--- src/rtl/pred_pkg.sv ---
package pred_pkg;
  localparam int PRED_W = 4;

  function automatic logic [PRED_W-1:0] all_ones();
    return '1;
  endfunction
endpackage

--- src/rtl/pred_load_fmt.sv ---
module pred_load_fmt #(
  parameter int W     = pred_pkg::PRED_W,
  parameter int LEN_W = $clog2(W)
) (
  input  logic [W-1:0]     pat,
  input  logic [LEN_W-1:0] len,
  input  logic             cond,
  output logic [W-1:0]     val
);
  for (genvar k = 0; k < W; k++) begin : g_pos
    localparam int B = W - 1 - k;
    assign val[B] = (LEN_W'(k) <= len) ? ~(pat[B] ^ cond) : 1'b1;
  end
endmodule

--- src/rtl/pred_shift_step.sv ---
module pred_shift_step #(
  parameter int W = pred_pkg::PRED_W
) (
  input  logic [W-1:0] cur,
  output logic [W-1:0] nxt,
  output logic         lead
);
  assign lead = cur[W-1];
  assign nxt  = {cur[W-2:0], 1'b1};
endmodule

--- src/rtl/pred_state_unit.sv ---
module pred_state_unit #(
  parameter int W     = pred_pkg::PRED_W,
  parameter int LEN_W = $clog2(W)
) (
  input  logic             clk,
  input  logic             rst,
  input  logic             load_en,
  input  logic [W-1:0]     load_pat,
  input  logic [LEN_W-1:0] load_len,
  input  logic             load_cond,
  input  logic             issue_en,
  input  logic             issue_exempt,
  input  logic             restore_en,
  input  logic [W-1:0]     restore_val,
  output logic             exec_en,
  output logic [W-1:0]     state_o
);
  logic [W-1:0] state_q;
  logic [W-1:0] ld_val;
  logic [W-1:0] sh_val;
  logic         lead;
  logic         do_shift;

  pred_load_fmt #(.W(W), .LEN_W(LEN_W)) u_fmt (
    .pat (load_pat),
    .len (load_len),
    .cond(load_cond),
    .val (ld_val)
  );

  pred_shift_step #(.W(W)) u_shift (
    .cur (state_q),
    .nxt (sh_val),
    .lead(lead)
  );

  assign do_shift = issue_en & ~issue_exempt;

  always_ff @(posedge clk) begin
    if (rst)             state_q <= pred_pkg::all_ones();
    else if (restore_en) state_q <= restore_val;
    else if (load_en)    state_q <= ld_val;
    else if (do_shift)   state_q <= sh_val;
  end

  assign exec_en = issue_en & (issue_exempt | lead);
  assign state_o = state_q;
endmodule

--- config.mk ---
export PLATFORM = sky130hd
export DESIGN_NAME = pred_state_unit
export DESIGN_NICKNAME = d
export VERILOG_FILES = /design/src/rtl/pred_pkg.sv /design/src/rtl/pred_load_fmt.sv /design/src/rtl/pred_shift_step.sv /design/src/rtl/pred_state_unit.sv
export SDC_FILE = /design/constraint.sdc
export NUM_CORES = 1
export LEC_CHECK = 0
export CORE_AREA = 2 2 39 41
export DETAILED_ROUTE_END_ITERATION = 10
export DIE_AREA = 0 0 41 43
export SYNTH_ARGS = -nofsm -noshare
export SYNTH_HDL_FRONTEND = slang
export SYNTH_SLANG_ARGS = --single-unit
--- constraint.sdc ---
create_clock -name clk -period 0.9 [get_ports clk]
set_input_delay 0.225 -clock clk [delete_from_list [all_inputs] [get_ports clk]]
set_output_delay 0.225 -clock clk [all_outputs]
set_load 0.01 [all_outputs]
# Word level (Yosys, flattened, before mapping)
# Cells that the tools add are included.
dict set report classes {
  n_lt_le_gt_ge 4
  n_mux 7
  n_bitwise 12
  reduce_logical 1
}
# op n
set ops {}
lappend ops {{2-to-1 mux 4 bit} 3}
lappend ops {{inverter 1 bit} 5}
lappend ops {{<= comparator 1 x 2 -> 1 bit (first input constant)} 2}
lappend ops {{<= comparator 2 bit (first input constant)} 2}
lappend ops {{2-to-1 mux 1 bit} 4}
lappend ops {{bitwise XOR 1 bit} 4}
lappend ops {{nonzero test 3 bit} 1}
lappend ops {{bitwise AND 1 bit} 2}
lappend ops {{OR 1 bit} 1}
dict set report totals {
  register_bits 4
  wordCells 25
}

# Depth between registers and ports, before layout
# Gate-level depths: netlist of run 1.
dict set report depth {
  depth_word 5
  depth_mapped 4
  ltp_nobuf 3
}

# Modules after synthesis
# A second synthesis of run 1 with hierarchy kept.
dict set report hier_totals {
  hier_cells 38
  hier_area_um2 337.8
}
# module instances cells_each area_each_um2 seq_area_each_um2
set modules_own_cells {}
lappend modules_own_cells {pred_state_unit 1 25 247.7 80.1}
lappend modules_own_cells {pred_load_fmt 1 7 48.8 0.0}
lappend modules_own_cells {pred_shift_step 1 6 41.3 0.0}

# Least setup slack after synthesis of run 1
# OpenSTA, ideal clock, no wires.
dict set report synth_path {
  path_type {input to register}
  startpoint {input load_cond}
  endpoint {register state_q[1], in the netlist state_o[1]}
  arrival_ns 0.706
  setup_slack_ns 0.069
  cell_stages 4
  n_path_buf 1
  cell_sequence {buf_6 > xnor2_1 > nor3b_2 > o31ai_2}
}
dict set report synth_via {
  elab_chain_len 5
}
# item line_no
set synth_rtl {}
lappend synth_rtl {{start, declared} pred_state_unit.sv:10} ;# input logic load_cond,
lappend synth_rtl {{bitwise XOR 1 bit} pred_load_fmt.sv:12} ;# assign val[B] = (LEN_W'(k) <= len) ? ~(pat[B] ^ cond) : 1'b1;
lappend synth_rtl {{inverter 1 bit} pred_load_fmt.sv:12}
lappend synth_rtl {{2-to-1 mux 1 bit} pred_load_fmt.sv:12}
lappend synth_rtl {{2-to-1 mux 4 bit} pred_state_unit.sv:42} ;# else if (load_en) state_q <= ld_val;
lappend synth_rtl {{2-to-1 mux 4 bit} pred_state_unit.sv:41} ;# else if (restore_en) state_q <= restore_val;
lappend synth_rtl {{end signal, assigned} pred_state_unit.sv:41}
lappend synth_rtl {{end signal, assigned} pred_state_unit.sv:42}
lappend synth_rtl {{end signal, assigned} pred_state_unit.sv:43} ;# else if (do_shift) state_q <= sh_val;
lappend synth_rtl {{end, declared} pred_state_unit.sv:18} ;# logic [W-1:0] state_q;
# Every way passes these cells.
# A chain may end at the register's enable or synchronous reset.

# Worst setup path in the final report of run 1
dict set report layout_path {
  startpoint {register state_q[3], in the netlist state_o[3]}
  endpoint {output exec_en}
}
dict set report layout_via {
  elab_chain_len 2
}
# item line_no
set layout_rtl {}
lappend layout_rtl {{start signal, assigned} pred_state_unit.sv:40} ;# if (rst) state_q <= pred_pkg::all_ones();
lappend layout_rtl {{start signal, assigned} pred_state_unit.sv:41}
lappend layout_rtl {{start signal, assigned} pred_state_unit.sv:42}
lappend layout_rtl {{OR 1 bit} pred_state_unit.sv:46} ;# assign exec_en = issue_en & (issue_exempt | lead);
lappend layout_rtl {{bitwise AND 1 bit} pred_state_unit.sv:46}
lappend layout_rtl {{end, declared} pred_state_unit.sv:15} ;# output logic exec_en,
# Every way passes these cells.

==> summary.txt, run 1 <==
Clocking
  • Clk root buf: clkbuf_4
  • CTS Buffer Depth: 2
  • H-tree lvl count: 1
  • Clk sinks: 4
  • Clock transition at path regs: 0.04 ns
  • Worst-Skew Late Latency: 0.23 ns
  • CTS tree: built
  • Cts hold-fix bufs: 0
  • CTS Buf Count: 3

Power
  • Max VDD drop: 0.3878 mV
  • Leakage: 0.2794 nW
  • P per Cell Area: 1045 nW/um^2
  • Total chip power: 678.7 uW

STA
  • Final Hold Viols: 0
  • Final worst path period share: 1.168
  • RSZ-0062 raised after global routing: true
  • Slew @ Worst Pin: 0.2539 ns
  • WHS: 0.3750 ns
  • Setup violators final: 2
  • Slew HR: 0.8301
  • Period minus WS final: 1.051 ns
  • Setup slack after layout: -0.1513 ns
  • Clock skew: 0.002955 ns
  • Slew Limit Fails: 0
  • Fmax: 0.9512 GHz

Floorplan
  • Die height: 43 um
  • Num rows: 14
  • Io pins: 22
  • Core ar.: 1384 sq um
  • Die W: 41 um
  • Die area: 1763 sq um
  • Initial Utilization: 0.2306

Finish
  • Ant. Diodes: 0
  • Post-route cell area: 649.4 sq um
  • Area Growth Syn to Fin: 103.5%
  • Final nets: 85
  • Layout cells sized above 1: 0.5303
  • Finished Layout Cells: 82
  • Flip-flop count of the largest register after layout: 4

Outcome
  • Failing checks: negative setup slack
  • Result of the run: finished with violations

GRT
  • Most Crowded Layer GR: met2
  • First-pass GRT wire length: 1435 um
  • Largest net degree at the start of global routing: 5
  • Met3 GRT Util: 0.02094
  • Vias in the first global route: 363
  • All-Layer GR Usage: 0.1194
  • Met1 Track Usage GR: 0.1538
  • Met2 usage: 0.1719
  • Number of antenna violations at the first check in global routing: 0
  • Grt total ovfl: 0

Synth
  • Post-synth cell types: 20
  • Yosys reg bits: 4
  • Cells after synthesis: 37
  • Syn Nets: 54
  • Syn avg cell area: 8.623 sq um
  • Yosys warning count: 0
  • Netlist area before placement: 319.1 sq um
  • Register area share after synthesis: 0.2510

Place
  • Buffers on Ports: 21
  • Placed Area: 575.6 sq um
  • RePlAce Congestion: 0.7259
  • Post-DP HPWL: 628.2 um
  • Dpl cells: 78

Worst setup path
  • FF-to-FF setup slack: 0.03 ns
  • Worst EP arrival: 0.83 ns
  • Worst Setup Start Kind: flop
  • Required time worst endpoint: 0.67 ns
  • Crit-path max FO: 2
  • Setup Crit Path Kind: flop to output port
  • CP Capture Type: output port

Detailed routing
  • Via density: 4.634
  • DRC Markers: 0
  • Post-route ant nets: 0
  • First-iteration detailed-routing DRC count: 5
  • Total wire length: 863 um
  • Total number of vias: 380
  • TritonRoute pass-1 iters: 4
  • Routed len/inst: 10.52 um

Min path
  • Hold WC Path Type: primary input to flop

Run
  • Max-Cap Viols: 0
==> power breakdown <==
| part | internal, mW | leakage (nW) | switching [mW] | total [mW] |
|---|---|---|---|---|
| sequential | 0.195 | 0.0320 | 0.00834 | 0.203 |
| combinational | 0.157 | 0.234 | 0.0996 | 0.257 |
| clock | 0.149 | 0.0138 | 0.0698 | 0.219 |
==> stage by stage <==
step / util / TNS (ns) / setup WS (ns)
6_report: 0.4693 / -0.2546 / -0.1513
5_1_grt: 0.4693 / -0.3978 / -0.1897
4_1_cts: 0.4575 / -0.2697 / -0.1607
3_5_place_dp: 0.4159 / -3.353 / -0.6737
3_3_place_gp: 0.4159 / -3.347 / -0.6566
2_1_floorplan: - / 0 / 0.06879
==> worst max-delay path, stage by stage (launching register included) <==
cell	delay, ns
dfxtp_2	0.31
o21a_1	0.15
buf_2	0.13
==> layout make-up <==
cell class | count | area (sq um)
Fill cell | 149 | 734.5
Timing Repair Buffer | 28 | 266.5
Multi-Input combinational cell | 30 | 251.5
Sequential cell | 4 | 85.08
Clock buffer | 3 | 22.52
Tap cell | 16 | 20.02
Inverter | 1 | 3.754
==> synth_stat cells <==
| cell type | instances | area [sq um] |
|---|---|---|
| a21oi_1 | 3 | 15.01 |
| a31oi_1 | 4 | 25.02 |
| and2b_2 | 1 | 8.760 |
| buf_4 | 1 | 7.510 |
| buf_6 | 1 | 11.26 |
| dfxtp_1 | 4 | 80.08 |
| inv_1 | 1 | 3.750 |
| nand2_1 | 1 | 3.750 |
| nand2b_1 | 1 | 6.260 |
| nand2b_4 | 1 | 13.76 |
| nor2_1 | 4 | 15.01 |
| nor3_1 | 2 | 10.01 |
| nor3b_2 | 1 | 12.51 |
| o21a_1 | 1 | 7.510 |
| o21ai_1 | 2 | 10.01 |
| o22ai_1 | 2 | 12.51 |
| o31ai_2 | 2 | 25.02 |
| or2_4 | 1 | 8.760 |
| xnor2_1 | 3 | 26.28 |
| xnor2_2 | 1 | 16.27 |
==> logic make-up after synthesis <==
kind of cell              after synthesis  share of synthesized area
AOI/OAI and AO/OA                      14                     0.2980
DFF                                     4                     0.2510
buffers and inverters                   3                    0.07058
and+or+nand+nor                        12                     0.2470
xor gates and xnor gates                4                     0.1334
==> placed cells by master (no fill, tap or decap), drive strengths merged <==
cell	count
a21oi	3
a31oi	4
and2b	1
buf	12
clkbuf	4
clkdlybuf4s15	3
clkdlybuf4s50	6
dfxtp	4
dlygate4sd2	4
dlymetal6s2s	2
inv	1
nand2	1
nand2b	2
nor2	4
nor3	2
nor3b	1
o21a	1
o21ai	2
o22ai	2
o31ai	2
or2	1
xnor2	4
==> per-layer routing <==
layer	vias up	wire length (um)
li1	193	-
met1	162	334
met5	-	0
met2	25	428
met3	0	100
met4	0	0
==> worst paths after layout <==
| kind | startpoint | to | depth (start not counted) |
|---|---|---|---|
| min | load_len[0] | state_o[0]$_SDFFE_PP1P_ | 4 |
| max | state_o[3]$_SDFFE_PP1P_ | exec_en | 2 |
| max reg2reg | state_o[3]$_SDFFE_PP1P_ | state_o[3]$_SDFFE_PP1P_ | 4 |
| min reg2reg | state_o[1]$_SDFFE_PP1P_ | state_o[1]$_SDFFE_PP1P_ | 3 |
==> what timing repair did <==
action | CTS | global route
buffers inserted | 1 | 0
endpoints found under the setup margin | 9 | 8
gates resized for setup | 45 | 8
pin swaps | 7 | 10
No activity file was read; power rests on OpenSTA's default activity.
==> inputs of run 2 (changes only) <==
CORE_AREA = 3 3 40 42   (was 2 2 39 41)
DIE_AREA = 0 0 43 45   (was 0 0 41 43)
TNS_END_PERCENT = 20   (was unset)
==> run 2 against run 1 <==
  * The flow still finishes with violations (negative setup slack)
  * Non-clock buffer count is 1 lower
  * Clock skew is 0.00081 ns lower
  * Clock power is 2% higher
  * Via count is 2.6% lower
  * Combinational power is 7% lower
  * Design area is 5.4% lower
  * Sequential power hardly changed
  * Maximum frequency is 0.84% lower
  * Count of clock-buffer cells in the layout stayed put
  * Wire length is 0.81% lower
  * Die area is 9.8% higher
  * Critical path depth stayed put
  * Critical path type unchanged
  * Critical endpoint unchanged
  * Largest cell class unchanged
==> summary.txt, run 2 (synthesis results as in run 1) <==
Detailed routing
  • Total wire length: 856 um
  • First-iteration detailed-routing DRC count: 4
  • Via density: 4.625
  • Post-route ant nets: 0
  • Routed len/inst: 10.70 um
  • DRC Markers: 0
  • Total number of vias: 370
  • TritonRoute pass-1 iters: 4

Clocking
  • Clock transition at path regs: 0.04 ns
  • Clk root buf: clkbuf_4
  • Worst-Skew Late Latency: 0.24 ns
  • H-tree lvl count: 1
  • CTS Buf Count: 3
  • CTS Buffer Depth: 2
  • CTS tree: built
  • Clk sinks: 4

Worst setup path
  • Worst flop-to-flop path startpoint: state_o[1]$_SDFFE_PP1P_
  • Worst EP arrival: 0.84 ns
  • Largest stage delay on the critical path: 0.31 ns
  • Crit-path max FO: 3
  • Crit-path slowest cell: dfxtp_2
  • CP cell instances: o21a_1 > buf_2
  • R2r endpoint: state_o[1]$_SDFFE_PP1P_
  • Top delay family on crit path: flip-flops
  • CP Buf/Inv Count: 1
  • Required time worst endpoint: 0.67 ns
  • Worst Setup Start Kind: flop
  • R2R depth: 3
  • FF-to-FF setup slack: 0.06 ns
  • CP Capture Type: output port
  • Setup Crit Path Kind: flop to output port

Floorplan
  • Core ar.: 1285 sq um
  • Num rows: 13
  • Die W: 43 um
  • Die height: 45 um
  • Initial Utilization: 0.2483
  • Die area: 1935 sq um
  • Io pins: 22

Finish
  • Fill cell count: 144
  • Ant. Diodes: 0
  • Post-layout util: 0.4781
  • Layout cells sized above 1: 0.4462
  • Area Growth Syn to Fin: 92.55%
  • Final nets: 84
  • Commonest cells after routing, fill and taps aside: 10 x clkdlybuf4s50_1, 7 x dlygate4sd2_1, 6 x buf_4
  • Flip-flop count of the largest register after layout: 4
  • Commonest non-fill, non-tap cell in the layout: clkdlybuf4s50_1

STA
  • Final worst path period share: 1.178
  • Slew Limit Fails: 0
  • Period minus WS final: 1.060 ns
  • Clock skew: 0.002142 ns
  • Final Hold Viols: 0
  • Setup violators final: 6
  • Slew @ Worst Pin: 0.2675 ns
  • WHS: 0.5416 ns
  • Setup slack after layout: -0.1602 ns
  • Fmax: 0.9432 GHz
  • Slew HR: 0.8210
  • RSZ-0062 raised after global routing: true

GRT
  • Vias in the first global route: 383
  • All-Layer GR Usage: 0.09726
  • Grt total ovfl: 0
  • Number of antenna violations at the first check in global routing: 0
  • Largest net degree at the start of global routing: 5
  • First-pass GRT wire length: 1359 um

Power
  • Max VDD drop: 0.4076 mV
  • Leakage: 0.2464 nW
  • P per Cell Area: 1086 nW/um^2

Min path
  • Hold WC Path Type: primary input to flop
  • Hold Path Depth: 4
  • Hold worst-path end: state_o[2]$_SDFFE_PP1P_
  • Hold path startpoint: load_pat[2]

Place
  • RePlAce Congestion: 0.6830
  • Buffers on Ports: 21
  • Post-DP HPWL: 714.8 um

Outcome
  • Result of the run: finished with violations
  • Failing checks: negative setup slack

Run
  • Max-Cap Viols: 0
run 2: cell types whose count changed in the layout (fill, tap and decap cells not counted), sizes merged:
cell,before,now
clkdlybuf4s50,6,10
clkdlybuf4s15,3,0
dlygate4sd2,4,7
buf,12,10
dlymetal6s2s,2,0
clkbuf,4,3
run 2: final cells by class:
cell class	instances	area, sq um	area share
Clock buffer	3	22.52	0.03666
Multi-Input combinational cell	30	239.0	0.3890
Tap cell	15	18.77	0.03055
Timing Repair Buffer	27	245.2	0.3992
Sequential cell	4	85.08	0.1385
Inverter	1	3.754	0.006110
run 2: how the worst max path moves through the flow:
| stage | start | slack, ns | cells after the start | end |
|---|---|---|---|---|
| floorplan | load_cond | 0.07 | 4 | state_o[1]$_SDFFE_PP1P_ |
| global placement | issue_en | -0.66 | 3 | exec_en |
| detailed placement | issue_en | -0.68 | 3 | exec_en |
| CTS | state_o[3]$_SDFFE_PP1P_ | -0.16 | 2 | exec_en |
| global route | state_o[3]$_SDFFE_PP1P_ | -0.19 | 2 | exec_en |
| finish | state_o[3]$_SDFFE_PP1P_ | -0.16 | 2 | exec_en |
run 2: timing repair:
item	4_1_cts	5_1_grt
setup buffers	0	0
pin swaps	9	1
hold buffers	0	0
resized for setup	34	1
endpoints found under the setup margin	9	9
run 2: tightest hold or removal path: stages:
cell and delay [ns]:
dlygate4sd2_1 0.23, xnor2_2 0.07, nor3_2 0.13, o31ai_2 0.08
run 2: metal layers:
layer	wire [um]	track usage	share of wire
met3	100	0.02390	0.12
met1	338	0.09353	0.39
met4	21	0.09036	0.025
met5	0	0	0
met2	395	0.1707	0.46
run 2: where the power goes:
group / switching [mW] / internal, mW
Sequential: 0.00935 / 0.195
Clock: 0.0741 / 0.149
Combinational: 0.0921 / 0.147
Total: 0.176 / 0.491
run 2: stage by stage:
stage / instances / setup TNS [ns] / cell area (sq um) / setup WS [ns] / power [mW]
finish: 80 / -0.4382 / 614.3 / -0.1602 / 0.6670
global route: 80 / -0.6760 / 614.3 / -0.1853 / 0.6994
CTS: 80 / -0.4281 / 608.1 / -0.1638 / 0.6713
detailed placement: 77 / -3.377 / 574.3 / -0.6800 / 0.4446
global placement: 77 / -3.328 / 574.3 / -0.6577 / 0.4429
floorplan: 37 / 0 / 319.1 / 0.06879 / 0.3050
